`src/rtl/scan_pkg.sv`:
```
package scan_pkg;
  function automatic int chain_len(input int base, input int c);
    return base + c;
  endfunction

  function automatic int chain_off(input int base, input int c);
    return c * base + (c * (c - 1)) / 2;
  endfunction

  function automatic int total_bits(input int base, input int n);
    return n * base + (n * (n - 1)) / 2;
  endfunction
endpackage

```
`src/rtl/scan_dff.sv`:
```
module scan_dff (
  input  logic clk_i,
  input  logic rst_ni,
  input  logic tc_i,
  input  logic d_i,
  input  logic si_i,
  output logic q_o
);
  always_ff @(posedge clk_i or negedge rst_ni) begin
    if (!rst_ni) q_o <= 1'b0;
    else         q_o <= tc_i ? d_i : si_i;
  end
endmodule

```
`src/rtl/scan_chain.sv`:
```
module scan_chain #(
  parameter int LEN = 4
) (
  input  logic           clk_i,
  input  logic           rst_ni,
  input  logic           tc_i,
  input  logic [LEN-1:0] d_i,
  input  logic           si_i,
  output logic [LEN-1:0] q_o,
  output logic           so_o
);
  for (genvar k = 0; k < LEN; k++) begin : g_bit
    logic si_k;
    if (k == 0) begin : g_head
      assign si_k = si_i;
    end else begin : g_link
      assign si_k = q_o[k-1];
    end
    scan_dff u_ff (
      .clk_i (clk_i),
      .rst_ni(rst_ni),
      .tc_i  (tc_i),
      .d_i   (d_i[k]),
      .si_i  (si_k),
      .q_o   (q_o[k])
    );
  end

  assign so_o = q_o[LEN-1];

  // serial entry at the head
  p_shift_in_r2: assert property (@(posedge clk_i) disable iff (!rst_ni)
    !tc_i |=> q_o[0] == $past(si_i));

  if (LEN > 1) begin : g_shift_chk
    // each bit moves one place per shift clock
    p_shift_move_r2: assert property (@(posedge clk_i) disable iff (!rst_ni)
      !tc_i |=> q_o[LEN-1:1] == $past(q_o[LEN-2:0]));
  end

  // capture loads the functional next state
  p_capture_r3: assert property (@(posedge clk_i) disable iff (!rst_ni)
    tc_i |=> q_o == $past(d_i));
endmodule

```
`src/rtl/scan_logic.sv`:
```
module scan_logic
  import scan_pkg::*;
#(
  parameter int NUM_CHAINS = 3,
  parameter int CHAIN_LEN  = 4,
  parameter int PI_W       = 4,
  parameter int TOTAL      = total_bits(CHAIN_LEN, NUM_CHAINS)
) (
  input  logic [TOTAL-1:0]      state_i,
  input  logic [PI_W-1:0]       pi_i,
  output logic [TOTAL-1:0]      next_o,
  output logic [NUM_CHAINS-1:0] po_o
);
  for (genvar c = 0; c < NUM_CHAINS; c++) begin : g_chain
    localparam int L   = chain_len(CHAIN_LEN, c);
    localparam int OFF = chain_off(CHAIN_LEN, c);
    for (genvar k = 0; k < L; k++) begin : g_bit
      localparam int PREV = (k + L - 1) % L;
      localparam int SEL  = (c + k) % PI_W;
      assign next_o[OFF+k] = state_i[OFF+PREV] ^ (pi_i[SEL] & state_i[OFF+k]);
    end
    assign po_o[c] = (^state_i[OFF+L-1:OFF]) ^ pi_i[PI_W-1];
  end
endmodule

```
`src/rtl/scan_wrap_top.sv`:
```
module scan_wrap_top
  import scan_pkg::*;
#(
  parameter int NUM_CHAINS = 3,
  parameter int CHAIN_LEN  = 4,
  parameter int PI_W       = 4
) (
  input  logic                  clk_i,
  input  logic                  rst_ni,
  input  logic                  test_ctrl_i,
  input  logic [PI_W-1:0]       pi_i,
  output logic [NUM_CHAINS-1:0] po_o
);
  localparam int TOTAL = total_bits(CHAIN_LEN, NUM_CHAINS);

  logic [TOTAL-1:0]      state;
  logic [TOTAL-1:0]      next_func;
  logic [NUM_CHAINS-1:0] po_func;
  logic [NUM_CHAINS-1:0] so_vec;

  scan_logic #(
    .NUM_CHAINS(NUM_CHAINS),
    .CHAIN_LEN (CHAIN_LEN),
    .PI_W      (PI_W),
    .TOTAL     (TOTAL)
  ) u_logic (
    .state_i(state),
    .pi_i   (pi_i),
    .next_o (next_func),
    .po_o   (po_func)
  );

  for (genvar c = 0; c < NUM_CHAINS; c++) begin : g_chain
    localparam int L   = chain_len(CHAIN_LEN, c);
    localparam int OFF = chain_off(CHAIN_LEN, c);
    scan_chain #(.LEN(L)) u_chain (
      .clk_i (clk_i),
      .rst_ni(rst_ni),
      .tc_i  (test_ctrl_i),
      .d_i   (next_func[OFF+L-1:OFF]),
      .si_i  (pi_i[c]),
      .q_o   (state[OFF+L-1:OFF]),
      .so_o  (so_vec[c])
    );

    if (L > 1) begin : g_out_chk
      // in shift mode the pin shows the bit that sat one place back
      p_po_shift_r5: assert property (@(posedge clk_i) disable iff (!rst_ni)
        (!test_ctrl_i ##1 !test_ctrl_i) |-> po_o[c] == $past(state[OFF+L-2]));
    end
  end

  // Output pins shared between function and scan-out
  assign po_o = test_ctrl_i ? po_func : so_vec;

  // reset leaves every state bit clear
  p_reset_clear_r1: assert property (@(posedge clk_i)
    $rose(rst_ni) |-> state == '0);
endmodule

```
`config.mk`:
```
export PLATFORM = sky130hd
export DESIGN_NAME = scan_wrap_top
export DESIGN_NICKNAME = d
export VERILOG_FILES = /design/src/rtl/scan_pkg.sv /design/src/rtl/scan_dff.sv /design/src/rtl/scan_chain.sv /design/src/rtl/scan_logic.sv /design/src/rtl/scan_wrap_top.sv
export SDC_FILE = /design/constraint.sdc
export NUM_CORES = 1
export LEC_CHECK = 0
export ABC_CLOCK_PERIOD_IN_PS = 1700
export BUFFER_PORTS_ARGS = -buffer_cell sky130_fd_sc_hd__buf_2
export CAP_MARGIN = 10
export CORE_MARGIN = 5
export CORE_UTILIZATION = 45
export CTS_BUF_LIST = sky130_fd_sc_hd__clkbuf_4 sky130_fd_sc_hd__clkbuf_8
export CTS_CLUSTER_SIZE = 20
export DETAILED_ROUTE_END_ITERATION = 12
export SLEW_MARGIN = 15
export SYNTH_ARGS = -nofsm -noshare
export SYNTH_HDL_FRONTEND = slang
export SYNTH_SLANG_ARGS = --single-unit
```
`constraint.sdc`:
```
create_clock -name clk_i -period 1.7 [get_ports clk_i]
set_input_delay 0.34 -clock clk_i [delete_from_list [all_inputs] [get_ports clk_i]]
set_output_delay 0.34 -clock clk_i [all_outputs]
set_load 0.01 [all_outputs]
```
==> results of run 1 <==
per-layer routing:
metal	part of all wire, %	global-route usage (%)	wire [um]	up-vias
li1	-	-	-	283
met1	48	18.9	688	272
met2	45	19.1	646	15
met3	6.2	2.87	90	2
met4	1.2	5.24	17	0
met5	0	0	0	-
final timing paths:
kind                                                                        to  slack (ns)
worst min-delay path            g_chain[2].u_chain.g_bit[2].u_ff.q_o$_DFF_PN0_        0.36
worst min register to register  g_chain[2].u_chain.g_bit[5].u_ff.q_o$_DFF_PN0_        0.51
worst max register to register  g_chain[1].u_chain.g_bit[0].u_ff.q_o$_DFF_PN0_        0.66
max in group asynchronous       g_chain[2].u_chain.g_bit[4].u_ff.q_o$_DFF_PN0_        0.95
min in group asynchronous       g_chain[0].u_chain.g_bit[1].u_ff.q_o$_DFF_PN0_        0.48
worst max-delay path                                                   po_o[2]       -0.21
cells in the final DEF, fill, tap and decap left out, drive strengths merged:
| cell type | n |
|---|---|
| clkinv | 1 |
| o21ai | 3 |
| dlygate4sd3 | 1 |
| xnor3 | 2 |
| xor2 | 2 |
| nand3 | 15 |
| clkbuf | 3 |
| xnor2 | 21 |
| dfrtp | 15 |
| nand2 | 3 |
| buf | 22 |
| a21oi | 6 |
metrics by stage:
stage,cell area (um2),setup slack (ns),power (mW),instances,hold slack (ns)
floorplan,776,0.0965,1.37,70,0.0444
finish,962,-0.210,1.92,111,0.365
detailed placement,865,-0.0213,1.61,99,0.270
global route,962,-0.289,2.06,111,0.381
global placement,865,-0.00972,1.60,99,0.266
CTS,932,-0.238,1.89,107,0.358
final cells by class:
class                      count  area, um2
multi-input combinational     52        385
clock buffer                   3       22.5
timing repair buffer          23        153
clock inverter                 1       5.00
sequential                    15        375
tap                           17       21.3
fill                         158        727
report_power, final:
part           internal (mW)  switching, mW  leakage [nW]
Sequential             0.525          0.180         0.174
Combinational          0.626          0.385         0.234
Clock                 0.0872          0.118        0.0177
Total                   1.24          0.683         0.426
cell families (layout without fill, tap and decap cells):
| kind of cell | after synthesis | after routing | share of synthesized area, % |
|---|---|---|---|
| compound gates | 9 | 9 | 5.81 |
| xor+xnor | 25 | 25 | 31.8 |
| buf+inv | 3 | 27 | 2.90 |
| flops | 15 | 15 | 48.4 |
| simple gates | 18 | 18 | 11.1 |
repair_timing:
| action | 4_1_cts | 5_1_grt |
|---|---|---|
| hold buffers | 1 | 0 |
| pin swaps | 3 | 1 |
| hold endpoints to repair | 15 | 0 |
| resized for setup | 1 | 0 |
| buffers inserted | 3 | 4 |
| endpoints found under the setup margin | 3 | 3 |
worst min-delay path: cells and delay by family:
kind	cells	cell delay [ns]
xor gates and xnor gates	1	0.06
and+or+nand+nor	1	0.08
buffers and inverters	1	0.13
==> impl_metrics.env, run 1 <==
export IMPL_status="finished with violations"
export IMPL_violations="setup timing"
export IMPL_slew_headroom_pct=76.7
export IMPL_drt_iter0_markers=18
export IMPL_areaGrowthSynthToFinish_pct=24.0
export IMPL_skew_ns=0.000520
export IMPL_end_kind="output port"
export IMPL_top_register="g_chain.u_chain.g_bit.u_ff.q_o"
export IMPL_dp_hpwl_um=967
export IMPL_hp_class="in2reg"
export IMPL_crit_buf_inv=1
export IMPL_core_area_um2=1690
export IMPL_numCtsBuffers=3
export IMPL_vias=572
export IMPL_grt_pass1_wl_mm=2.58
export IMPL_syn_area_per_cell_um2=11.1
export IMPL_path_clk_slew_ns=0.09
export IMPL_hold_viol_final=0
export IMPL_rsz0062_at_grt="yes"
export IMPL_synthDistinctLibCells=11
export IMPL_rows=15
export IMPL_clock_latency_ns=0.28
export IMPL_worst_path_max_fanout=2
export IMPL_layout_min_cycle_time_ns=1.91
export IMPL_cp_slowest_cell="xnor3_1"
export IMPL_htree_num_levels=1
export IMPL_fmax_mhz=524
export IMPL_place_congestion=0.691
export IMPL_critPathLaunch="g_chain[2].u_chain.g_bit[0].u_ff.q_o$_DFF_PN0_"
export IMPL_numPortBuffers=9
export IMPL_die_area_um2=2650
export IMPL_crit_path_frequent_cell="xnor2_1"
export IMPL_synth_area_um2=776
export IMPL_synth_top_area_share_pct=48.4
export IMPL_setup_viol=2
export IMPL_postLayoutCoreUtil_pct=57.0
export IMPL_rr_startpoint="g_chain[1].u_chain.g_bit[0].u_ff.q_o$_DFF_PN0_"
export IMPL_drt_total_wl_mm=1.44
export IMPL_reg_top3="g_chain.u_chain.g_bit.u_ff.q_o: 15 flops"
export IMPL_slew_violations=0
export IMPL_cts_buffer_depth=2
export IMPL_fin_ws_ns=-0.210
export IMPL_io_pins=10
export IMPL_worst_pin_slew_ns=0.350
export IMPL_num_antenna_cells=0
export IMPL_async_flop_share_pct=100
export IMPL_worstPathCellList="xnor2_1 > xnor3_1 > nand2_1 > xnor2_1 > buf_2"
export IMPL_die_x_um=51.5
export IMPL_ys_warn_count=0
export IMPL_die_y_um=51.5
export IMPL_synth_most_common_cell="xnor2_1"
export IMPL_ys_flop_type="dfrtp_1"
export IMPL_yosys_top_cells_area="dfrtp_1 (48%), xnor2_1 (24%), nand3_1 (9.7%), xnor3_1 (5.8%), a21oi_1 (3.9%)"
export IMPL_fin_crit_sh_pct=112
export IMPL_arrival_ns=1.57
export IMPL_synth_seq_cells=15
export IMPL_ir_worst_vdd_mv=0.800
export IMPL_antenna_found_initial=0
export IMPL_firstDrtPassIters=4
export IMPL_drc=0
export IMPL_hold_path_depth=3
export IMPL_drive_gt1_share_pct=28.7
export IMPL_cts_tree="done"
export IMPL_required_ns=1.36
export IMPL_cellLeakagePower_nw=0.426
export IMPL_path_delay_family="XOR/XNOR gates"
export IMPL_cp_start_kind="flip-flop"
export IMPL_seq_area_frac_synth_pct=48.4
export IMPL_grt_pass1_vias=539
export IMPL_synth_edf_count=0
export IMPL_routedWlPerCell_um=13.0
export IMPL_ant_nets=0
export IMPL_syn_num_nets=77
export IMPL_worst_path_stages=5
export IMPL_overflow=0
export IMPL_critPathMaxStageDelay_ns=0.41
export IMPL_largest_reg_flops=15
export IMPL_reg2reg_depth=4
export IMPL_setup_tns_ns=-0.393
export IMPL_yosysTopAreaCell="dfrtp_1"
export IMPL_power_density_nw_per_um2=2000
export IMPL_track_usage_pct=13.1
export IMPL_crit_type="reg2out"
export IMPL_min_from="pi_i[0]"
export IMPL_max_cap_violations=0
export IMPL_syn_inst=70
export IMPL_nNetsFinal=102
export IMPL_initial_utilization_pct=45.9
export IMPL_routed_via_density=5.15
export IMPL_synth_common_cells="xnor2_1 (21), dfrtp_1 (15), nand3_1 (15), a21oi_1 (6)"
export IMPL_cts_root_buffer="clkbuf_4"
export IMPL_cts_sinks=15
export IMPL_grt_max_degree=16
(Power assumes the default switching activity.)
==> run 2, diff against run 1 <==
- CORE_ASPECT_RATIO: unset -> 0.8
- PLACE_DENSITY_LB_ADDON: unset -> 0.2
==> run 2 against run 1 <==
Compared with the run above: final cell count up 3.6%; count of clock-buffer cells in the layout rose by 1; first-iteration DRC count shrank 56%; largest power group unchanged; fmax fell by 1.1%; wire length shrank 3.5%; the run still ends with setup timing left.
==> impl_metrics.env, run 2 (synthesis gave the netlist of run 1 again) <==
export IMPL_status="finished with violations"
export IMPL_violations="setup timing"
export IMPL_initial_utilization_pct=47.7
export IMPL_post_place_ws_ns=-0.0238
export IMPL_required_ns=1.36
export IMPL_regArea_um2=375
export IMPL_worst_pin_slew_ns=0.320
export IMPL_cellLeakagePower_nw=0.434
export IMPL_fin_crit_sh_pct=114
export IMPL_routed_via_density=4.63
export IMPL_power_frac_seq_pct=36.1
export IMPL_hold_path_depth=3
export IMPL_final_cell_mix="xnor2_1 (18), nand3_1 (15), dfrtp_1 (15), buf_4 (12), buf_2 (9)"
export IMPL_p_sw_mw=0.682
export IMPL_postLayoutCoreUtil_pct=60.2
export IMPL_reg_top3="g_chain.u_chain.g_bit.u_ff.q_o: 15 flops"
export IMPL_critPathMaxStageDelay_ns=0.43
export IMPL_cp_slowest_cell="dfrtp_1"
export IMPL_die_y_um=47.1
export IMPL_hp_class="in2reg"
export IMPL_drt_total_wl_mm=1.39
export IMPL_routedWlPerCell_um=12.1
export IMPL_crit_buf_inv=1
export IMPL_skew_ns=0.00312
export IMPL_p_int_mw=1.30
export IMPL_numCtsBuffers=3
export IMPL_drive_gt1_share_pct=30.1
export IMPL_die_area_um2=2660
export IMPL_multi_input_area_um2=400
export IMPL_numPortBuffers=9
export IMPL_end_kind="output port"
export IMPL_fill_cells=140
export IMPL_track_usage_pct=12.5
export IMPL_grt_max_degree=16
export IMPL_largest_reg_flops=15
export IMPL_rsz0062_at_grt="yes"
export IMPL_drc=0
export IMPL_antenna_found_initial=0
export IMPL_io_pins=10
export IMPL_combPwrFrac_pct=53.4
export IMPL_firstDrtPassIters=2
export IMPL_arrival_ns=1.59
export IMPL_cts_root_buffer="clkbuf_4"
export IMPL_cts_buffer_depth=2
export IMPL_clock_latency_ns=0.28
export IMPL_core_area_um2=1630
export IMPL_top_register="g_chain.u_chain.g_bit.u_ff.q_o"
export IMPL_areaGrowthSynthToFinish_pct=26.1
export IMPL_fin_ws_ns=-0.231
export IMPL_overflow=0
export IMPL_crit_type="reg2out"
export IMPL_setup_viol=3
export IMPL_reg2reg_depth=5
export IMPL_vias=533
export IMPL_worst_path_max_fanout=3
export IMPL_min_from="pi_i[0]"
export IMPL_max_cap_violations=0
export IMPL_path_delay_family="XOR/XNOR gates"
export IMPL_num_antenna_cells=0
export IMPL_ir_worst_vdd_mv=1.10
export IMPL_place_congestion=0.701
export IMPL_final_common_cell="xnor2_1"
export IMPL_setup_tns_ns=-0.421
export IMPL_pwr_share_clk_pct=10.5
export IMPL_htree_num_levels=1
export IMPL_r2r_end="g_chain[2].u_chain.g_bit[0].u_ff.q_o$_DFF_PN0_"
export IMPL_fmax_mhz=518
export IMPL_grt_pass1_wl_mm=2.37
export IMPL_rr_startpoint="g_chain[2].u_chain.g_bit[0].u_ff.q_o$_DFF_PN0_"
export IMPL_nNetsFinal=101
export IMPL_ant_nets=0
export IMPL_hold_viol_final=0
export IMPL_slew_violations=0
export IMPL_cts_sinks=15
export IMPL_path_clk_slew_ns=0.08
export IMPL_die_x_um=56.4
export IMPL_rows=13
export IMPL_holdPathEnd="g_chain[2].u_chain.g_bit[2].u_ff.q_o$_DFF_PN0_"
export IMPL_layout_min_cycle_time_ns=1.93
export IMPL_r2r_setup_slack_ns=0.67
export IMPL_cp_start_kind="flip-flop"
export IMPL_cts_tree="done"
export IMPL_slew_headroom_pct=78.7
export IMPL_power_density_nw_per_um2=2030
export IMPL_worstPathCellList="xnor2_2 > xnor3_1 > nand2_1 > xnor2_1 > buf_2"
export IMPL_p_total_mw=1.98
export IMPL_p_sw_share_pct=34.4
export IMPL_drt_iter0_markers=8
export IMPL_grt_pass1_vias=517
[run 2: stage by stage]
| stage | cells | hold slack (ns) | cell area, um2 |
|---|---|---|---|
| global placement | 104 | 0.261 | 871 |
| floorplan | 70 | 0.0444 | 776 |
| CTS | 112 | 0.362 | 948 |
| finish | 115 | 0.369 | 978 |
| global route | 115 | 0.383 | 978 |
| detailed placement | 104 | 0.266 | 871 |
[run 2: worst max-delay path by stage]
stage	startpoint	end	slack, ns	cells past startpoint
floorplan	pi_i[3]	po_o[1]	0.1	5
global placement	pi_i[3]	po_o[1]	-0.002	6
detailed placement	pi_i[3]	po_o[1]	-0.02	6
CTS	g_chain[2].u_chain.g_bit[0].u_ff.q_o$_DFF_PN0_	po_o[2]	-0.21	5
global route	g_chain[2].u_chain.g_bit[4].u_ff.q_o$_DFF_PN0_	po_o[2]	-0.30	5
finish	g_chain[2].u_chain.g_bit[4].u_ff.q_o$_DFF_PN0_	po_o[2]	-0.23	5
[run 2: metal layers]
metal	wire (um)	vias to the layer above	track usage [%]
li1	-	280	-
met1	694	243	16.3
met2	611	8	18.0
met3	74	2	6.59
met4	12	0	4.27
met5	0	-	0
[run 2: what timing repair did]
| item | 4_1_cts | 5_1_grt |
|---|---|---|
| buffers inserted | 3 | 3 |
| endpoints found under the hold margin | 15 | 0 |
| resized for setup | 2 | 1 |
| hold buffers | 1 | 0 |
| setup endpoints to repair | 3 | 3 |
| pin swaps | 2 | 4 |
[run 2: tightest hold or removal path, cell delays in order]
cell and delay [ns]:
buf_2 0.13, nand3_1 0.08, xnor2_1 0.06
[run 2: cell type report]
type	count	area share, %
Multi-Input combinational cell	52	40.9
Sequential cell	15	38.4
Timing Repair Buffer	22	14.8
Clock buffer	4	3.07
Tap cell	22	2.81
[run 2: power groups by stage]
| stage | registers (mW) | clock network, mW | logic (mW) |
|---|---|---|---|
| 2_1_floorplan | 0.696 | 0 | 0.671 |
| 3_3_place_gp | 0.713 | 0 | 0.889 |
| 3_5_place_dp | 0.718 | 0 | 0.893 |
| 4_1_cts | 0.708 | 0.219 | 0.982 |
| 5_1_grt | 0.740 | 0.238 | 1.16 |
| 6_report | 0.716 | 0.208 | 1.06 |
==> run 3, diff against run 2 <==
- ABC_CLOCK_PERIOD_IN_PS: 1700 -> 2300
- clock period: 1.7 -> 2.3 ns (I/O delays scaled with it)
==> run 3 against run 2 <==
Compared with the run above: the flow now finishes without violations; critical path type unchanged; flip-flop and latch count is the same; non-clock buffer count shrank 12; critical path depth stayed put; count of clock-buffer cells in the layout is the same; register-to-register slack gained 0.81 ns; largest cell class unchanged; core utilization down 7.1 points; combinational power decreased by 43%; hold slack lost 0.31 ns; die area is the same; total power fell by 34%; clock power is 23% lower.
==> impl_metrics.env, run 3 (synthesis gave the netlist of run 1 again) <==
export IMPL_status="finished, final reports clean"
export IMPL_cp_start_kind="flip-flop"
export IMPL_initial_utilization_pct=47.7
export IMPL_worst_path_max_fanout=4
export IMPL_skew_ns=0.00670
export IMPL_htree_num_levels=1
export IMPL_cts_buffer_depth=2
export IMPL_reg_top3="g_chain.u_chain.g_bit.u_ff.q_o: 15 flops"
export IMPL_crit_path_frequent_cell="xnor2_1"
export IMPL_crit_buf_inv=1
export IMPL_arrival_ns=1.60
export IMPL_cp_slowest_cell="dfrtp_1"
export IMPL_ant_nets=0
export IMPL_post_place_ws_ns=0.266
export IMPL_vias=523
export IMPL_layout_min_cycle_time_ns=2.06
export IMPL_track_usage_pct=11.3
export IMPL_fin_ws_ns=0.241
export IMPL_drc=0
export IMPL_routedWlPerCell_um=12.4
export IMPL_grt_max_degree=16
export IMPL_setup_tns_ns=0
export IMPL_numPortBuffers=9
export IMPL_worst_pin_slew_ns=0.327
export IMPL_cts_hold_buf=0
export IMPL_fin_crit_sh_pct=89.5
export IMPL_clock_latency_ns=0.28
export IMPL_cts_sinks=15
export IMPL_rows=13
export IMPL_die_area_um2=2660
export IMPL_p_total_mw=1.31
export IMPL_dp_hpwl_um=939
export IMPL_fmax_mhz=486
export IMPL_grt_pass1_wl_mm=2.12
export IMPL_drt_iter0_markers=12
export IMPL_firstDrtPassIters=4
export IMPL_hold_viol_final=0
export IMPL_slew_headroom_pct=78.2
export IMPL_required_ns=1.84
export IMPL_drt_total_wl_mm=1.28
export IMPL_die_x_um=56.4
export IMPL_largest_reg_flops=15
export IMPL_cts_root_buffer="clkbuf_4"
export IMPL_areaGrowthSynthToFinish_pct=11.3
export IMPL_power_density_nw_per_um2=1510
export IMPL_rsz0062_at_grt="no"
export IMPL_io_pins=10
export IMPL_rr_startpoint="g_chain[0].u_chain.g_bit[0].u_ff.q_o$_DFF_PN0_"
export IMPL_routed_via_density=5.08
export IMPL_end_kind="output port"
export IMPL_cellLeakagePower_nw=0.360
export IMPL_worstPathCellList="xnor2_1 > xnor3_1 > nand2_1 > xnor2_1 > buf_2"
export IMPL_path_delay_family="XOR/XNOR gates"
export IMPL_post_cts_buffers=0
export IMPL_setup_viol=0
export IMPL_numCtsBuffers=3
export IMPL_slew_violations=0
export IMPL_critPathLaunch="g_chain[2].u_chain.g_bit[0].u_ff.q_o$_DFF_PN0_"
export IMPL_hp_class="in2async"
export IMPL_core_area_um2=1630
export IMPL_crit_type="reg2out"
export IMPL_drive_gt1_share_pct=17.3
export IMPL_postLayoutCoreUtil_pct=53.1
export IMPL_num_antenna_cells=0
export IMPL_reg2reg_depth=3
export IMPL_r2r_setup_slack_ns=1.48
export IMPL_cts_tree="done"
export IMPL_place_congestion=0.663
export IMPL_die_y_um=47.1
export IMPL_fill_cells=164
export IMPL_overflow=0
export IMPL_r2r_end="g_chain[0].u_chain.g_bit[0].u_ff.q_o$_DFF_PN0_"
export IMPL_top_register="g_chain.u_chain.g_bit.u_ff.q_o"
export IMPL_grt_pass1_vias=473
export IMPL_path_clk_slew_ns=0.09
export IMPL_antenna_found_initial=0
export IMPL_final_cell_mix="xnor2_1 (21), nand3_1 (15), dfrtp_1 (15), buf_2 (9), a21oi_1 (6)"
export IMPL_ir_worst_vdd_mv=0.691
export IMPL_critPathMaxStageDelay_ns=0.43
export IMPL_nNetsFinal=89
export IMPL_max_cap_violations=0
export IMPL_postCtsResizedCells=0
export IMPL_final_common_cell="xnor2_1"
## run 3: changes by cell type in the layout (fill, tap and decap cells not counted), sizes merged
cell         delta
dlygate4sd3     -1
buf            -11
## run 3: cell type report
cell class	count	area (um2)	area share, %
tap	22	27.5	3.19
clock buffer	4	30.0	3.48
sequential	15	375	43.5
multi-input combinational	52	378	43.8
timing repair buffer	10	52.6	6.09
## run 3: per-stage QoR
stage          instances  instance area, um2  hold slack, ns
2_1_floorplan         70                 776           0.164
3_3_place_gp          99                 833           0.385
3_5_place_dp          99                 833           0.377
4_1_cts              103                 863          0.0598
5_1_grt              103                 863          0.0747
6_report             103                 863          0.0574
## run 3: routing by layer
metal  GRT usage, %  vias to the layer above  wire, um
li1               -                      257         -
met1           13.3                      251       637
met2           17.1                       13       523
met3           6.32                        2       101
met4           5.69                        0        18
met5              0                        -         0
## run 3: where the power goes
part	total, mW	switching [mW]	internal [mW]
Combinational	0.606	0.238	0.368
Clock	0.160	0.0807	0.0792
Sequential	0.541	0.153	0.388
## run 3: worst max path at each step
stage | cells after the start | to | slack, ns
after floorplan | 5 | po_o[1] | 0.46
after global placement | 6 | po_o[1] | 0.30
after detailed placement | 6 | po_o[1] | 0.27
after CTS | 5 | po_o[2] | 0.21
after global routing | 5 | po_o[2] | 0.11
final | 5 | po_o[2] | 0.24
